### src/rtl/lcm_pkg.sv
package lcm_pkg;
  // width of the frame length expressed in half-bit units
  localparam int HALVES_W = 6;
  typedef logic [HALVES_W-1:0] halves_t;

  // frame length in half bits: start + data + parity + stop
  function automatic halves_t frame_halves(input halves_t dbits,
                                           input logic    par_en,
                                           input halves_t stop_h);
    halves_t par_h;
    par_h = par_en ? halves_t'(2) : halves_t'(0);
    return halves_t'(2) + (dbits << 1) + par_h + stop_h;
  endfunction
endpackage

### src/rtl/lcm_frame_len.sv
module lcm_frame_len #(
  parameter int CPB_W = 16,
  parameter int FL_W  = lcm_pkg::HALVES_W + CPB_W
) (
  input  logic                  clk,
  input  logic                  rst,
  input  lcm_pkg::halves_t      dbits,
  input  logic                  par_en,
  input  lcm_pkg::halves_t      stop_h,
  input  logic [CPB_W-1:0]      cpb,
  output logic [FL_W-1:0]       flen
);
  lcm_pkg::halves_t  halves;
  logic [FL_W-1:0]   prod;
  logic [FL_W:0]     prod_rnd;

  always_comb begin
    halves   = lcm_pkg::frame_halves(dbits, par_en, stop_h);
    prod     = FL_W'(halves) * FL_W'(cpb);
    prod_rnd = {1'b0, prod} + (FL_W+1)'(1);
  end

  // half-unit product rounded up to whole clocks
  always_ff @(posedge clk) begin
    if (rst) flen <= '0;
    else     flen <= prod_rnd[FL_W:1];
  end
endmodule

### src/rtl/lcm_low_timer.sv
module lcm_low_timer #(
  parameter int CNT_W = 24,
  parameter int FL_W  = 22
) (
  input  logic             clk,
  input  logic             rst,
  input  logic             lvl,
  input  logic             lvl_prev,
  input  logic [FL_W-1:0]  flen,
  output logic             brk_pulse,
  output logic [CNT_W-1:0] brk_len
);
  localparam int CMP_W = (CNT_W > FL_W) ? CNT_W : FL_W;
  localparam logic [CNT_W-1:0] CNT_MAX = '1;

  logic [CNT_W-1:0] low_cnt;
  logic             long_enough;

  always_comb long_enough = CMP_W'(low_cnt) >= CMP_W'(flen);

  always_ff @(posedge clk) begin
    if (rst) begin
      low_cnt   <= '0;
      brk_pulse <= 1'b0;
      brk_len   <= '0;
    end else begin
      brk_pulse <= 1'b0;
      if (!lvl) begin
        if (lvl_prev)               low_cnt <= CNT_W'(1);
        else if (low_cnt != CNT_MAX) low_cnt <= low_cnt + CNT_W'(1);
      end else if (!lvl_prev) begin
        if (long_enough) begin
          brk_pulse <= 1'b1;
          brk_len   <= low_cnt;
        end
        low_cnt <= '0;
      end
    end
  end
endmodule

### src/rtl/lcm_high_timer.sv
module lcm_high_timer #(
  parameter int CPB_W = 16,
  parameter int FL_W  = 22
) (
  input  logic             clk,
  input  logic             rst,
  input  logic             lvl,
  input  logic             frame_done,
  input  logic             start_abort,
  input  logic [CPB_W-1:0] cpb,
  input  logic [FL_W-1:0]  flen,
  output logic             idle_pulse
);
  logic [FL_W-1:0]  hi_cnt;
  logic [FL_W:0]    nxt;
  logic [CPB_W-1:0] hold;
  logic [CPB_W:0]   cpb_p1;
  logic [CPB_W-1:0] half_bit;
  logic             armed;

  always_comb begin
    nxt      = {1'b0, hi_cnt} + (FL_W+1)'(1);
    cpb_p1   = {1'b0, cpb} + (CPB_W+1)'(1);
    half_bit = cpb_p1[CPB_W:1];
  end

  always_ff @(posedge clk) begin
    if (rst) begin
      hi_cnt     <= '0;
      hold       <= '0;
      armed      <= 1'b0;
      idle_pulse <= 1'b0;
    end else begin
      idle_pulse <= 1'b0;
      if (!lvl) begin
        armed  <= 1'b0;
        hi_cnt <= '0;
        hold   <= '0;
      end else if (frame_done) begin
        armed  <= 1'b1;
        hi_cnt <= '0;
        hold   <= '0;
      end else if (start_abort) begin
        armed  <= 1'b1;
        hi_cnt <= '0;
        hold   <= half_bit;
      end else if (hold != '0) begin
        hold <= hold - CPB_W'(1);
      end else if (!armed) begin
        armed  <= 1'b1;
        hi_cnt <= FL_W'(1);
      end else if (nxt >= {1'b0, flen}) begin
        idle_pulse <= 1'b1;
        hi_cnt     <= '0;
      end else begin
        hi_cnt <= nxt[FL_W-1:0];
      end
    end
  end
endmodule

### src/rtl/line_cond_mon.sv
module line_cond_mon #(
  parameter int CPB_W   = 16,
  parameter int CNT_W   = 24,
  parameter int DBITS_W = 4,
  parameter int STOP_W  = 3
) (
  input  logic               clk,
  input  logic               rst,
  input  logic               rx_line,
  input  logic               line_inv,
  input  logic [DBITS_W-1:0] cfg_data_bits,
  input  logic               cfg_parity_en,
  input  logic [STOP_W-1:0]  cfg_stop_half,
  input  logic [CPB_W-1:0]   cfg_clks_per_bit,
  input  logic               rx_frame_done,
  input  logic               rx_start_abort,
  output logic               brk_pulse,
  output logic [CNT_W-1:0]   brk_len,
  output logic               idle_pulse
);
  localparam int FL_W = lcm_pkg::HALVES_W + CPB_W;

  logic            lvl_q, lvl_prev, done_q, abort_q;
  logic [FL_W-1:0] flen_clks;

  // input stage: polarity fix, edge history and hints kept in step
  always_ff @(posedge clk) begin
    if (rst) begin
      lvl_q    <= 1'b1;
      lvl_prev <= 1'b1;
      done_q   <= 1'b0;
      abort_q  <= 1'b0;
    end else begin
      lvl_q    <= rx_line ^ line_inv;
      lvl_prev <= lvl_q;
      done_q   <= rx_frame_done;
      abort_q  <= rx_start_abort;
    end
  end

  lcm_frame_len #(.CPB_W(CPB_W), .FL_W(FL_W)) u_flen (
    .clk    (clk),
    .rst    (rst),
    .dbits  (lcm_pkg::halves_t'(cfg_data_bits)),
    .par_en (cfg_parity_en),
    .stop_h (lcm_pkg::halves_t'(cfg_stop_half)),
    .cpb    (cfg_clks_per_bit),
    .flen   (flen_clks)
  );

  lcm_low_timer #(.CNT_W(CNT_W), .FL_W(FL_W)) u_low (
    .clk       (clk),
    .rst       (rst),
    .lvl       (lvl_q),
    .lvl_prev  (lvl_prev),
    .flen      (flen_clks),
    .brk_pulse (brk_pulse),
    .brk_len   (brk_len)
  );

  lcm_high_timer #(.CPB_W(CPB_W), .FL_W(FL_W)) u_high (
    .clk         (clk),
    .rst         (rst),
    .lvl         (lvl_q),
    .frame_done  (done_q),
    .start_abort (abort_q),
    .cpb         (cfg_clks_per_bit),
    .flen        (flen_clks),
    .idle_pulse  (idle_pulse)
  );
endmodule

### config.mk
export PLATFORM = sky130hd
export DESIGN_NAME = line_cond_mon
export DESIGN_NICKNAME = d
export VERILOG_FILES = /design/src/rtl/lcm_pkg.sv /design/src/rtl/lcm_frame_len.sv /design/src/rtl/lcm_low_timer.sv /design/src/rtl/lcm_high_timer.sv /design/src/rtl/line_cond_mon.sv
export SDC_FILE = /design/constraint.sdc
export NUM_CORES = 1
export LEC_CHECK = 0
export BUFFER_PORTS_ARGS = -buffer_cell sky130_fd_sc_hd__buf_2
export CAP_MARGIN = 20
export CORE_ASPECT_RATIO = 1.25
export CORE_UTILIZATION = 50
export CTS_CLUSTER_DIAMETER = 60
export DETAILED_ROUTE_END_ITERATION = 12
export HOLD_SLACK_MARGIN = 0.15
export PLACE_DENSITY = 0.68
export SYNTH_ARGS = -nofsm -noshare
export SYNTH_HDL_FRONTEND = slang
export SYNTH_SLANG_ARGS = --single-unit
export TNS_END_PERCENT = 10
### constraint.sdc
create_clock -name clk -period 6.3 [get_ports clk]
set_clock_uncertainty 0.15 [all_clocks]
set_input_delay 0.63 -clock clk [delete_from_list [all_inputs] [get_ports clk]]
set_output_delay 0.63 -clock clk [all_outputs]
set_load 0.02 [all_outputs]
==> impl_results.html, run 1 <==
<table>
<tr><th>Metric</th><th>Value</th></tr>
<tr><th colspan="2">Run status</th></tr>
<tr><td>Status</td><td>finished with violations</td></tr>
<tr><td>Failing checks</td><td>design-rule violations</td></tr>
<tr><th colspan="2">Global routing</th></tr>
<tr><td>GRT Overall Usage</td><td>0.234</td></tr>
<tr><td>First-pass GRT wire length</td><td>between 30 and 40 mm</td></tr>
<tr><td>Overflow left after global routing</td><td>0</td></tr>
<tr><td>Number of antenna violations at the first check in global routing</td><td>0</td></tr>
<tr><td>Maximum number of pins on one net before global-route repair</td><td>between 50 and 60</td></tr>
<tr><td>Via count of the first global-routing pass</td><td>7605</td></tr>
<tr><th colspan="2">Power</th></tr>
<tr><td>Worst ir drop on vdd</td><td>between 200 and 250 µV</td></tr>
<tr><td>Fraction of power consumed by the clock network</td><td>0.240</td></tr>
<tr><td>Share of total power in sequential cells</td><td>0.232</td></tr>
<tr><td>P_int</td><td>roughly 2200 µW</td></tr>
<tr><td>Switching component of the power</td><td>about 1500 µW</td></tr>
<tr><td>Total power per unit cell area</td><td>353 mW/mm²</td></tr>
<tr><td>Static Leakage</td><td>0.00466 µW</td></tr>
<tr><td>Net Sw Frac</td><td>0.410</td></tr>
<tr><td>Combinational fraction of design power</td><td>0.528</td></tr>
<tr><th colspan="2">Logic synthesis</th></tr>
<tr><td>Yosys cell types</td><td>66</td></tr>
<tr><td>Total number of yosys warnings</td><td>0</td></tr>
<tr><td>Synthesized-area fraction occupied by ao, oa, aoi and oai cells</td><td>0.114</td></tr>
<tr><td>Portion of the post-synthesis area used by sequential elements</td><td>0.244</td></tr>
<tr><td>Register bit count reported by yosys</td><td>~120</td></tr>
<tr><td>Post-Synth Simple-Gate Area</td><td>0.247</td></tr>
<tr><td>Synthesized-area fraction occupied by xor and xnor cells</td><td>0.0641</td></tr>
<tr><td>Mapped Cells</td><td>around 1100</td></tr>
<tr><td>Number of synthesized flops with an enable pin</td><td>0</td></tr>
<tr><td>Prevailing post-synth register cell</td><td>dfxtp_1</td></tr>
<tr><td>Largest family of logic cells by synthesized area</td><td>simple AND/OR/NAND/NOR gates</td></tr>
<tr><td>Multiplexer fraction of the synthesized cell area</td><td>0.0267</td></tr>
<tr><td>Fraction of registers with async set or reset after synthesis</td><td>0</td></tr>
<tr><td>Mapped Avg Cell Area</td><td>roughly 8 µm²</td></tr>
<tr><td>Netlist Area Pre-Place</td><td>0.00943 mm²</td></tr>
<tr><td>Total nets after synthesis</td><td>1324</td></tr>
<tr><td>Synthesized-area fraction occupied by adder cells</td><td>0.241</td></tr>
<tr><th colspan="2">Critical path</th></tr>
<tr><td>Setup slack of the worst register-to-register path</td><td>a little under 2000 ps</td></tr>
<tr><td>Worst-path maximum fanout</td><td>14</td></tr>
<tr><td>R2r startpoint</td><td>u_high.hi_cnt[2]</td></tr>
<tr><td>Arrival time worst endpoint</td><td>between 6000 and 7000 ps</td></tr>
<tr><td>Data required time at the worst endpoint</td><td>between 6000 and 7000 ps</td></tr>
<tr><td>WS Path Type</td><td>in2reg</td></tr>
<tr><td>Reg2reg end</td><td>u_high.hi_cnt[13]</td></tr>
<tr><td>Delay contributed by the slowest stage of the critical path</td><td>670 ps</td></tr>
<tr><td>Slowest library cell on the worst path</td><td>o21bai_1</td></tr>
<tr><td>Endpoint class of the critical path</td><td>flip-flop</td></tr>
<tr><td>Cell-by-cell trace of the critical path</td><td>buf_2 -&gt; ha_1 -&gt; ha_1 -&gt; a31oi_1 -&gt; o21bai_1 -&gt; and3_1 -&gt; fa_1 -&gt; fa_1 -&gt; inv_1 -&gt; fa_1 -&gt; inv_1 -&gt; ha_1 -&gt; a211o_1 -&gt; o311ai_0 -&gt; a21boi_0 -&gt; o21a_1 -&gt; o21a_1 -&gt; nor3_1</td></tr>
<tr><td>Reg2reg path depth</td><td>13</td></tr>
<tr><td>Kind of launch point of the worst setup path</td><td>primary input</td></tr>
<tr><th colspan="2">Routing</th></tr>
<tr><td>Post-DRT Antenna Nets</td><td>0</td></tr>
<tr><td>DRC violations left</td><td>2</td></tr>
<tr><td>Met2 WL</td><td>roughly 11 mm</td></tr>
<tr><td>Per-cell via count in the routed design</td><td>~5.5</td></tr>
<tr><td>Routed wl met3</td><td>roughly 690 µm</td></tr>
<tr><td>Total via count after detailed routing</td><td>around 8000</td></tr>
<tr><td>Top routing layer used</td><td>met4</td></tr>
<tr><td>Routed wirelength normalized by instance count</td><td>15.1 µm</td></tr>
<tr><td>First drt pass iteration count</td><td>9</td></tr>
<tr><td>Met1 Routed Length</td><td>around 9.2 mm</td></tr>
<tr><td>Initial drt markers</td><td>~440</td></tr>
<tr><td>DRT Wirelength</td><td>roughly 22 mm</td></tr>
<tr><th colspan="2">Placement</th></tr>
<tr><td>Half-perimeter wire length of the detailed placement result</td><td>17.1 mm</td></tr>
<tr><td>Placer's final routability congestion estimate</td><td>between 0.8 and 0.9</td></tr>
<tr><td>Port Buffer Count</td><td>55</td></tr>
<tr><th colspan="2">Timing</th></tr>
<tr><td>Final clock period utilization by the worst path</td><td>0.927</td></tr>
<tr><td>Min Clock Period, post-route</td><td>~6000 ps</td></tr>
<tr><td>Transition at the pin with the smallest max-transition slack</td><td>just under 1000 ps</td></tr>
<tr><td>Hold Fails Final Rpt</td><td>0</td></tr>
<tr><td>Unrepaired setup endpoints after global routing</td><td>no</td></tr>
<tr><td>Setup_tns</td><td>0 ps</td></tr>
<tr><td>Relative slew slack</td><td>0.338</td></tr>
<tr><td>Setup-violating endpoint count in the final report</td><td>0</td></tr>
<tr><td>Achievable frequency</td><td>around 170 MHz</td></tr>
<tr><td>Pins Over Slew Limit</td><td>0</td></tr>
<tr><th colspan="2">Die</th></tr>
<tr><td>I/O pin count</td><td>56</td></tr>
<tr><td>Effective utilization at floorplan</td><td>0.515</td></tr>
<tr><td>Die Span Y</td><td>156 µm</td></tr>
<tr><td>Die X-Extent</td><td>approximately 120 µm</td></tr>
<tr><td>Rows</td><td>55</td></tr>
<tr><td>Core Footprint</td><td>approximately 0.018 mm²</td></tr>
<tr><td>Floorplan die area</td><td>slightly below 0.02 mm²</td></tr>
<tr><th colspan="2">Hold path</th></tr>
<tr><td>Hold Crit Start</td><td>rx_start_abort</td></tr>
<tr><td>Hold Crit Class</td><td>in2reg</td></tr>
<tr><td>Count of cells along the worst hold path</td><td>2</td></tr>
<tr><td>Worst Hold End</td><td>abort_q</td></tr>
<tr><th colspan="2">Clock network</th></tr>
<tr><td>Number of levels in the clock H-tree</td><td>4</td></tr>
<tr><td>CTS root buf</td><td>clkbuf_16</td></tr>
<tr><td>Post-CTS Resized</td><td>0</td></tr>
<tr><td>CTS Hold Buffers Added</td><td>0</td></tr>
<tr><td>TritonCTS buffer count</td><td>17</td></tr>
<tr><td>CTS tree</td><td>done</td></tr>
<tr><td>Clock buffer depth</td><td>2</td></tr>
<tr><td>Post-CTS Repair Setup Buffers</td><td>0</td></tr>
<tr><td>Sinks on Clock Net</td><td>115</td></tr>
<tr><td>Clock-pin slew on the worst setup and hold paths</td><td>~50 ps</td></tr>
<tr><td>Clk Latency, worst-skew pair</td><td>420 ps</td></tr>
<tr><th colspan="2">Flow run</th></tr>
<tr><td># Max-Cap Violations</td><td>0</td></tr>
<tr><th colspan="2">Layout</th></tr>
<tr><td>Number of filler cells placed in the layout</td><td>1692</td></tr>
<tr><td>Share of layout cells above drive strength 1</td><td>0.0923</td></tr>
<tr><td>Final layout net count</td><td>1367</td></tr>
<tr><td>Util after Layout</td><td>0.571</td></tr>
<tr><td>Antenna Diode Count</td><td>0</td></tr>
<tr><td>Synthesis-to-layout area growth</td><td>11.0%</td></tr>
</table>
[cell families (layout without fill, tap and decap cells)]
| kind of cell | after synthesis | in the layout |
|---|---|---|
| AO/OA/AOI/OAI | 163 | 163 |
| XOR/XNOR | 69 | 69 |
| adder cells (fa/ha/maj) | 147 | 147 |
| buffers and inverters | 157 | 212 |
| flip-flops | 115 | 115 |
| multiplexers | 25 | 25 |
| AND/OR/NAND/NOR | 471 | 471 |
[metal layers]
layer / track usage / vias to the layer above
met5: 0 / -
met4: 0.0958 / 0
met3: 0.0337 / 42
met2: 0.441 / 160
met1: 0.263 / 3659
li1: - / 3947
[critical path: cells and delay by family]
kind | cells | cell delay, ps
AND/OR/NAND/NOR | 2 | 460
buffers and inverters | 3 | 190
AO/OA/AOI/OAI | 7 | 2270
adder cells (fa/ha/maj) | 6 | 2460
[cell usage in the layout (no fill, tap or decap), types with 5 or more instances in the layout]
cell | synthesis | layout
a211oi_1 | 21 | 21
a21o_1 | 5 | 5
a21oi_1 | 42 | 42
a22o_1 | 10 | 10
a31oi_1 | 6 | 6
and2_1 | 71 | 71
and3_1 | 21 | 21
and4_1 | 6 | 6
buf_2 | 3 | 55
buf_4 | 0 | 9
clkbuf_16 | 0 | 17
dfxtp_1 | 115 | 115
fa_1 | 57 | 57
ha_1 | 90 | 90
inv_1 | 116 | 116
mux2i_1 | 24 | 24
nand2_1 | 142 | 142
nand3_1 | 35 | 35
nand4_1 | 16 | 16
nor2_1 | 99 | 99
nor2b_1 | 16 | 16
nor3_1 | 20 | 19
nor4_1 | 8 | 8
o21a_1 | 5 | 5
o21ai_0 | 36 | 36
o22ai_1 | 7 | 7
or2_2 | 9 | 9
or3_1 | 10 | 10
xnor2_1 | 37 | 37
xor2_1 | 32 | 32
[power by group through the flow]
| stage | Sequential (µW) | Combinational (µW) | Clock, µW |
|---|---|---|---|
| after global placement | 868 | 1910 | 0 |
| after floorplan | 854 | 1540 | 0 |
| final | 856 | 1950 | 888 |
| after global routing | 863 | 2270 | 939 |
| after CTS | 856 | 1960 | 905 |
| after detailed placement | 870 | 1940 | 0 |
[flip-flops by register name (all words and copies together), names as in the netlist]
signal	cells
u_high.idle_pulse	1
u_high.armed	1
u_low.brk_pulse	1
u_flen.flen	22
u_low.brk_len	24
u_high.hi_cnt	22
lvl_prev	1
u_high.hold	16
u_low.low_cnt	24
done_q	1
lvl_q	1
abort_q	1
[per-stage QoR]
stage | hold slack, ps | total power [µW] | setup WS, ps | cell area [µm²] | std cells
finish | 276 | 3700 | 460 | 10500 | 1430
global route | 270 | 4070 | 47.0 | 10500 | 1430
CTS | 265 | 3720 | 479 | 10500 | 1430
detailed placement | 294 | 2810 | 66.5 | 9910 | 1399
global placement | 288 | 2780 | 182 | 9910 | 1399
floorplan | 287 | 2390 | 507 | 9430 | 1147
[final cells by class]
class | count | area [µm²] | area share
inverters | 117 | 439 | 0.0420
repair buffers | 64 | 343 | 0.0328
multi-input cells | 875 | 6550 | 0.626
clock inverters | 9 | 82.6 | 0.00789
well taps | 228 | 285 | 0.0273
flip-flops and latches | 115 | 2300 | 0.220
clock buffers | 22 | 464 | 0.0444
[how the worst max path moves through the flow]
stage               cells after the start               to  slack [ps]              from
floorplan                              23  u_flen.flen[20]         510  cfg_stop_half[0]
global placement                       19  u_flen.flen[20]         180  cfg_data_bits[1]
detailed placement                     19  u_flen.flen[20]          70  cfg_data_bits[1]
CTS                                    18  u_flen.flen[14]         480  cfg_data_bits[1]
global route                           24  u_flen.flen[20]          50  cfg_stop_half[0]
finish                                 18  u_flen.flen[14]         460  cfg_data_bits[1]
[cells in the mapped netlist (all sizes together), types with 35 or more instances]
| cell | instances | area, µm² |
|---|---|---|
| xnor2 | 37 | 324 |
| o21ai | 37 | 185 |
| nor2 | 99 | 372 |
| ha | 90 | 1130 |
| dfxtp | 115 | 2300 |
| and2 | 71 | 444 |
| nand3 | 35 | 175 |
| fa | 57 | 1140 |
| nand2 | 142 | 533 |
| a21oi | 42 | 210 |
| inv | 117 | 439 |
No activity file was read; power rests on OpenSTA's default activity.
==> run 2, diff against run 1 <==
--- a/config.mk
+++ b/config.mk
@@ -13,6 +13,7 @@
 export DETAILED_ROUTE_END_ITERATION = 12
 export HOLD_SLACK_MARGIN = 0.15
 export PLACE_DENSITY = 0.68
+export SETUP_SLACK_MARGIN = 0.5
 export SYNTH_ARGS = -nofsm -noshare
 export SYNTH_HDL_FRONTEND = slang
 export SYNTH_SLANG_ARGS = --single-unit
==> constraint.sdc (replaced) <==
create_clock -name clk -period 5.85 [get_ports clk]
set_clock_uncertainty 0.15 [all_clocks]
set_input_delay 0.585 -clock clk [delete_from_list [all_inputs] [get_ports clk]]
set_output_delay 0.585 -clock clk [all_outputs]
set_load 0.02 [all_outputs]
==> run 2 against run 1 <==
  * The flow now finishes without violations
  * Global-route usage rose by 0.45 points
  * Die area unchanged
  * Clock power up 22%
  * Sequential power increased by 7.5%
  * Register-to-register slack worse by 480 ps
  * First-iteration DRC count decreased by 7.9%
  * Combinational power rose by 41%
  * Via count up 1.7%
  * Critical path type unchanged
==> impl_results.html, run 2 (synthesized netlist as in run 1, its figures left out) <==
<table>
<tr><th>Metric</th><th>Value</th></tr>
<tr><th colspan="2">Layout</th></tr>
<tr><td>Synthesis-to-layout area growth</td><td>16.8%</td></tr>
<tr><td>Leading cell type in the layout, fill and taps excluded</td><td>nand2_1</td></tr>
<tr><td>Antenna Diode Count</td><td>0 (unchanged)</td></tr>
<tr><td>Share of layout cells above drive strength 1</td><td>0.142 (+0.0498)</td></tr>
<tr><td>Number of filler cells placed in the layout</td><td>1650 (-2.5%)</td></tr>
<tr><td>Final layout net count</td><td>1381 (+1.0%)</td></tr>
<tr><td>Top library cells by usage in the layout, fill and taps aside</td><td>nand2_1 (141), dfxtp_1 (115), inv_1 (113)</td></tr>
<tr><td>Largest regs</td><td>u_low.brk_len x24, u_low.low_cnt x24</td></tr>
<tr><td>Post-route design area</td><td>0.0110 mm² (+5.2%)</td></tr>
<tr><td>Non-filler instance count after layout</td><td>1445 (+1.0%)</td></tr>
<tr><th colspan="2">Power</th></tr>
<tr><td>Fraction of power consumed by the clock network</td><td>0.228 (-0.012)</td></tr>
<tr><td>P_int</td><td>2790 µW (+28%)</td></tr>
<tr><td>Share of total power in sequential cells</td><td>0.194 (-0.038)</td></tr>
<tr><td>Worst ir drop on vdd</td><td>308 µV (+53%)</td></tr>
<tr><td>Static Leakage</td><td>0.00480 µW (+2.9%)</td></tr>
<tr><td>Combinational fraction of design power</td><td>0.578 (+0.050)</td></tr>
<tr><td>Total design power</td><td>4740 µW (+28%)</td></tr>
<tr><td>Total power per unit cell area</td><td>431 mW/mm² (+22%)</td></tr>
<tr><td>Net Sw Frac</td><td>0.411 (+0.00137)</td></tr>
<tr><td>Switching component of the power</td><td>1950 µW (+29%)</td></tr>
<tr><th colspan="2">Timing</th></tr>
<tr><td>Pins Over Slew Limit</td><td>0 (unchanged)</td></tr>
<tr><td>Transition at the pin with the smallest max-transition slack</td><td>1030 ps (+47.3 ps)</td></tr>
<tr><td>Setup_tns</td><td>0 ps (unchanged)</td></tr>
<tr><td>Achievable frequency</td><td>between 150 and 200 MHz</td></tr>
<tr><td>Final clock period utilization by the worst path</td><td>0.888</td></tr>
<tr><td>Worst Hold Margin</td><td>222 ps (-54.5 ps)</td></tr>
<tr><td>Unrepaired setup endpoints after global routing</td><td>yes</td></tr>
<tr><td>Setup-violating endpoint count in the final report</td><td>0 (unchanged)</td></tr>
<tr><td>Min Clock Period, post-route</td><td>approximately 5200 ps</td></tr>
<tr><td>Hold Fails Final Rpt</td><td>0 (unchanged)</td></tr>
<tr><td>Relative slew slack</td><td>0.306 (-0.0318)</td></tr>
<tr><th colspan="2">Clock network</th></tr>
<tr><td>CTS root buf</td><td>clkbuf_16</td></tr>
<tr><td>Clock-pin slew on the worst setup and hold paths</td><td>60 ps (about the same)</td></tr>
<tr><td>CTS tree</td><td>done</td></tr>
<tr><td>Clk Latency, worst-skew pair</td><td>420 ps (about the same)</td></tr>
<tr><td>Number of levels in the clock H-tree</td><td>4 (unchanged)</td></tr>
<tr><td>Sinks on Clock Net</td><td>115 (unchanged)</td></tr>
<tr><td>Clock buffer depth</td><td>2 (unchanged)</td></tr>
<tr><td>TritonCTS buffer count</td><td>17 (unchanged)</td></tr>
<tr><td>CTS Hold Buffers Added</td><td>0 (unchanged)</td></tr>
<tr><th colspan="2">Routing</th></tr>
<tr><td>DRC violations left</td><td>0 (-2)</td></tr>
<tr><td>Post-DRT Antenna Nets</td><td>0 (unchanged)</td></tr>
<tr><td>First drt pass iteration count</td><td>5 (-4)</td></tr>
<tr><td>Routed wirelength normalized by instance count</td><td>15.5 µm (+2.6%)</td></tr>
<tr><td>Per-cell via count in the routed design</td><td>5.50 (+0.67%)</td></tr>
<tr><td>DRT Wirelength</td><td>22.4 mm (+3.7%)</td></tr>
<tr><td>Initial drt markers</td><td>406 (-7.9%)</td></tr>
<tr><td>Total via count after detailed routing</td><td>7943 (+1.7%)</td></tr>
<tr><th colspan="2">Global routing</th></tr>
<tr><td>Maximum number of pins on one net before global-route repair</td><td>56 (unchanged)</td></tr>
<tr><td>Number of antenna violations at the first check in global routing</td><td>0 (unchanged)</td></tr>
<tr><td>First-pass GRT wire length</td><td>36.8 mm (+1.9%)</td></tr>
<tr><td>Via count of the first global-routing pass</td><td>7756 (+2.0%)</td></tr>
<tr><td>Overflow left after global routing</td><td>0 (unchanged)</td></tr>
<tr><td>GRT Overall Usage</td><td>0.238 (+0.00452)</td></tr>
<tr><th colspan="2">Die</th></tr>
<tr><td>Floorplan die area</td><td>0.0194 mm² (unchanged)</td></tr>
<tr><td>Die Span Y</td><td>156 µm (unchanged)</td></tr>
<tr><td>Core Footprint</td><td>0.0183 mm² (unchanged)</td></tr>
<tr><td>Rows</td><td>55 (unchanged)</td></tr>
<tr><td>Effective utilization at floorplan</td><td>0.515 (unchanged)</td></tr>
<tr><td>Die X-Extent</td><td>125 µm (unchanged)</td></tr>
<tr><td>I/O pin count</td><td>56 (unchanged)</td></tr>
<tr><th colspan="2">Placement</th></tr>
<tr><td>Placer's final routability congestion estimate</td><td>0.886 (-0.29%)</td></tr>
<tr><td>Area of placed instances</td><td>0.0100 mm² (+1.2%)</td></tr>
<tr><td>Half-perimeter wire length of the detailed placement result</td><td>17.2 mm (+0.59%)</td></tr>
<tr><td>Port Buffer Count</td><td>55 (unchanged)</td></tr>
<tr><td>Post-placement cell count</td><td>1403 (+0.29%)</td></tr>
<tr><th colspan="2">Critical path</th></tr>
<tr><td>Reg2reg path depth</td><td>13 (unchanged)</td></tr>
<tr><td>Endpoint class of the critical path</td><td>flip-flop</td></tr>
<tr><td>Kind of launch point of the worst setup path</td><td>primary input</td></tr>
<tr><td>Setup slack of the worst register-to-register path</td><td>1510 ps (-480 ps)</td></tr>
<tr><td>WS Path Type</td><td>in2reg</td></tr>
<tr><td>Data required time at the worst endpoint</td><td>6010 ps (-460 ps)</td></tr>
<tr><td>Worst-path maximum fanout</td><td>8 (-6)</td></tr>
<tr><td>Reg2reg end</td><td>u_high.hi_cnt[13]</td></tr>
<tr><td>R2r startpoint</td><td>u_high.hi_cnt[4]</td></tr>
<tr><td>Arrival time worst endpoint</td><td>5350 ps (-660 ps)</td></tr>
<tr><th colspan="2">Hold path</th></tr>
<tr><td>Count of cells along the worst hold path</td><td>2 (unchanged)</td></tr>
<tr><td>Hold Crit Start</td><td>rx_start_abort</td></tr>
<tr><td>Hold Crit Class</td><td>in2reg</td></tr>
<tr><td>Worst Hold End</td><td>abort_q</td></tr>
<tr><th colspan="2">Run status</th></tr>
<tr><td>Status</td><td>finished clean</td></tr>
<tr><th colspan="2">Flow run</th></tr>
<tr><td># Max-Cap Violations</td><td>0 (unchanged)</td></tr>
</table>
[run 2: changes by cell type in the layout (fill, tap and decap cells not counted), moves of 3 or more]
| cell | delta |
|---|---|
| buf_4 | +12 |
| inv_2 | +3 |
| ha_1 | -13 |
| ha_4 | +12 |
| a2111oi_0 | -3 |
| and2_4 | +4 |
| nor2_1 | -4 |
| clkinv_2 | -4 |
| a21oi_1 | -7 |
| o21ai_0 | -3 |
| a21oi_2 | +5 |
| and2_1 | -4 |
| inv_6 | +4 |
| inv_1 | -3 |
[run 2: final cells by class]
class	instances	area (µm²)	area share
multi-input combinational	875	6910	0.628
tap	228	285	0.0259
inverter	117	439	0.0399
clock buffer	19	443	0.0403
sequential	115	2300	0.209
timing repair buffer	78	455	0.0414
clock inverter	13	174	0.0158
[run 2: how the worst max path moves through the flow]
stage,startpoint,to,slack (ps)
6_report,cfg_stop_half[0],u_flen.flen[20],650
3_3_place_gp,cfg_stop_half[1],u_flen.flen[20],170
2_1_floorplan,cfg_stop_half[0],u_flen.flen[20],510
5_1_grt,cfg_stop_half[0],u_flen.flen[20],390
4_1_cts,cfg_stop_half[1],u_flen.flen[20],510
3_5_place_dp,cfg_stop_half[1],u_flen.flen[15],70
[run 2: through the flow]
step,setup slack [ps],utilization
4_1_cts,506,0.582
3_5_place_dp,70.8,0.548
3_3_place_gp,171,0.548
2_1_floorplan,512,-
5_1_grt,393,0.601
6_report,654,0.601
[run 2: worst max-delay path: stages]
cell and delay [ps]:
buf_2 90, inv_1 40, ha_1 180, or2_4 270, ha_4 170, a21oi_2 130, nor2_1 60, nor2_2 180
xnor2_4 210, buf_6 170, and2_4 140, fa_1 420, fa_1 500, inv_2 40, fa_1 540, inv_2 50
ha_4 240, a21oi_4 200, nor2_4 60, a2111oi_4 360, a211oi_2 110, nor2b_1 190, a21oi_1 120, mux2_4 300
[run 2: layer usage]
layer  track usage  wire [µm]
met4         0.119        790
met5             0          0
met1         0.264       9530
met3        0.0347        533
met2         0.444      11600
[run 2: what timing repair did]
action                     4_1_cts  5_1_grt
setup endpoints to repair        1        9
resized for setup                1       56
setup buffers                    0        9
pin swaps                        0       37
gates cloned                     0        1
[run 2: power groups by stage]
stage          Combinational [µW]  Clock (µW)  Sequential, µW
2_1_floorplan                1740           0             920
3_3_place_gp                 2150           0             933
3_5_place_dp                 2180           0             937
4_1_cts                      2220        1090             920
5_1_grt                      3080        1130             929
6_report                     2740        1080             920
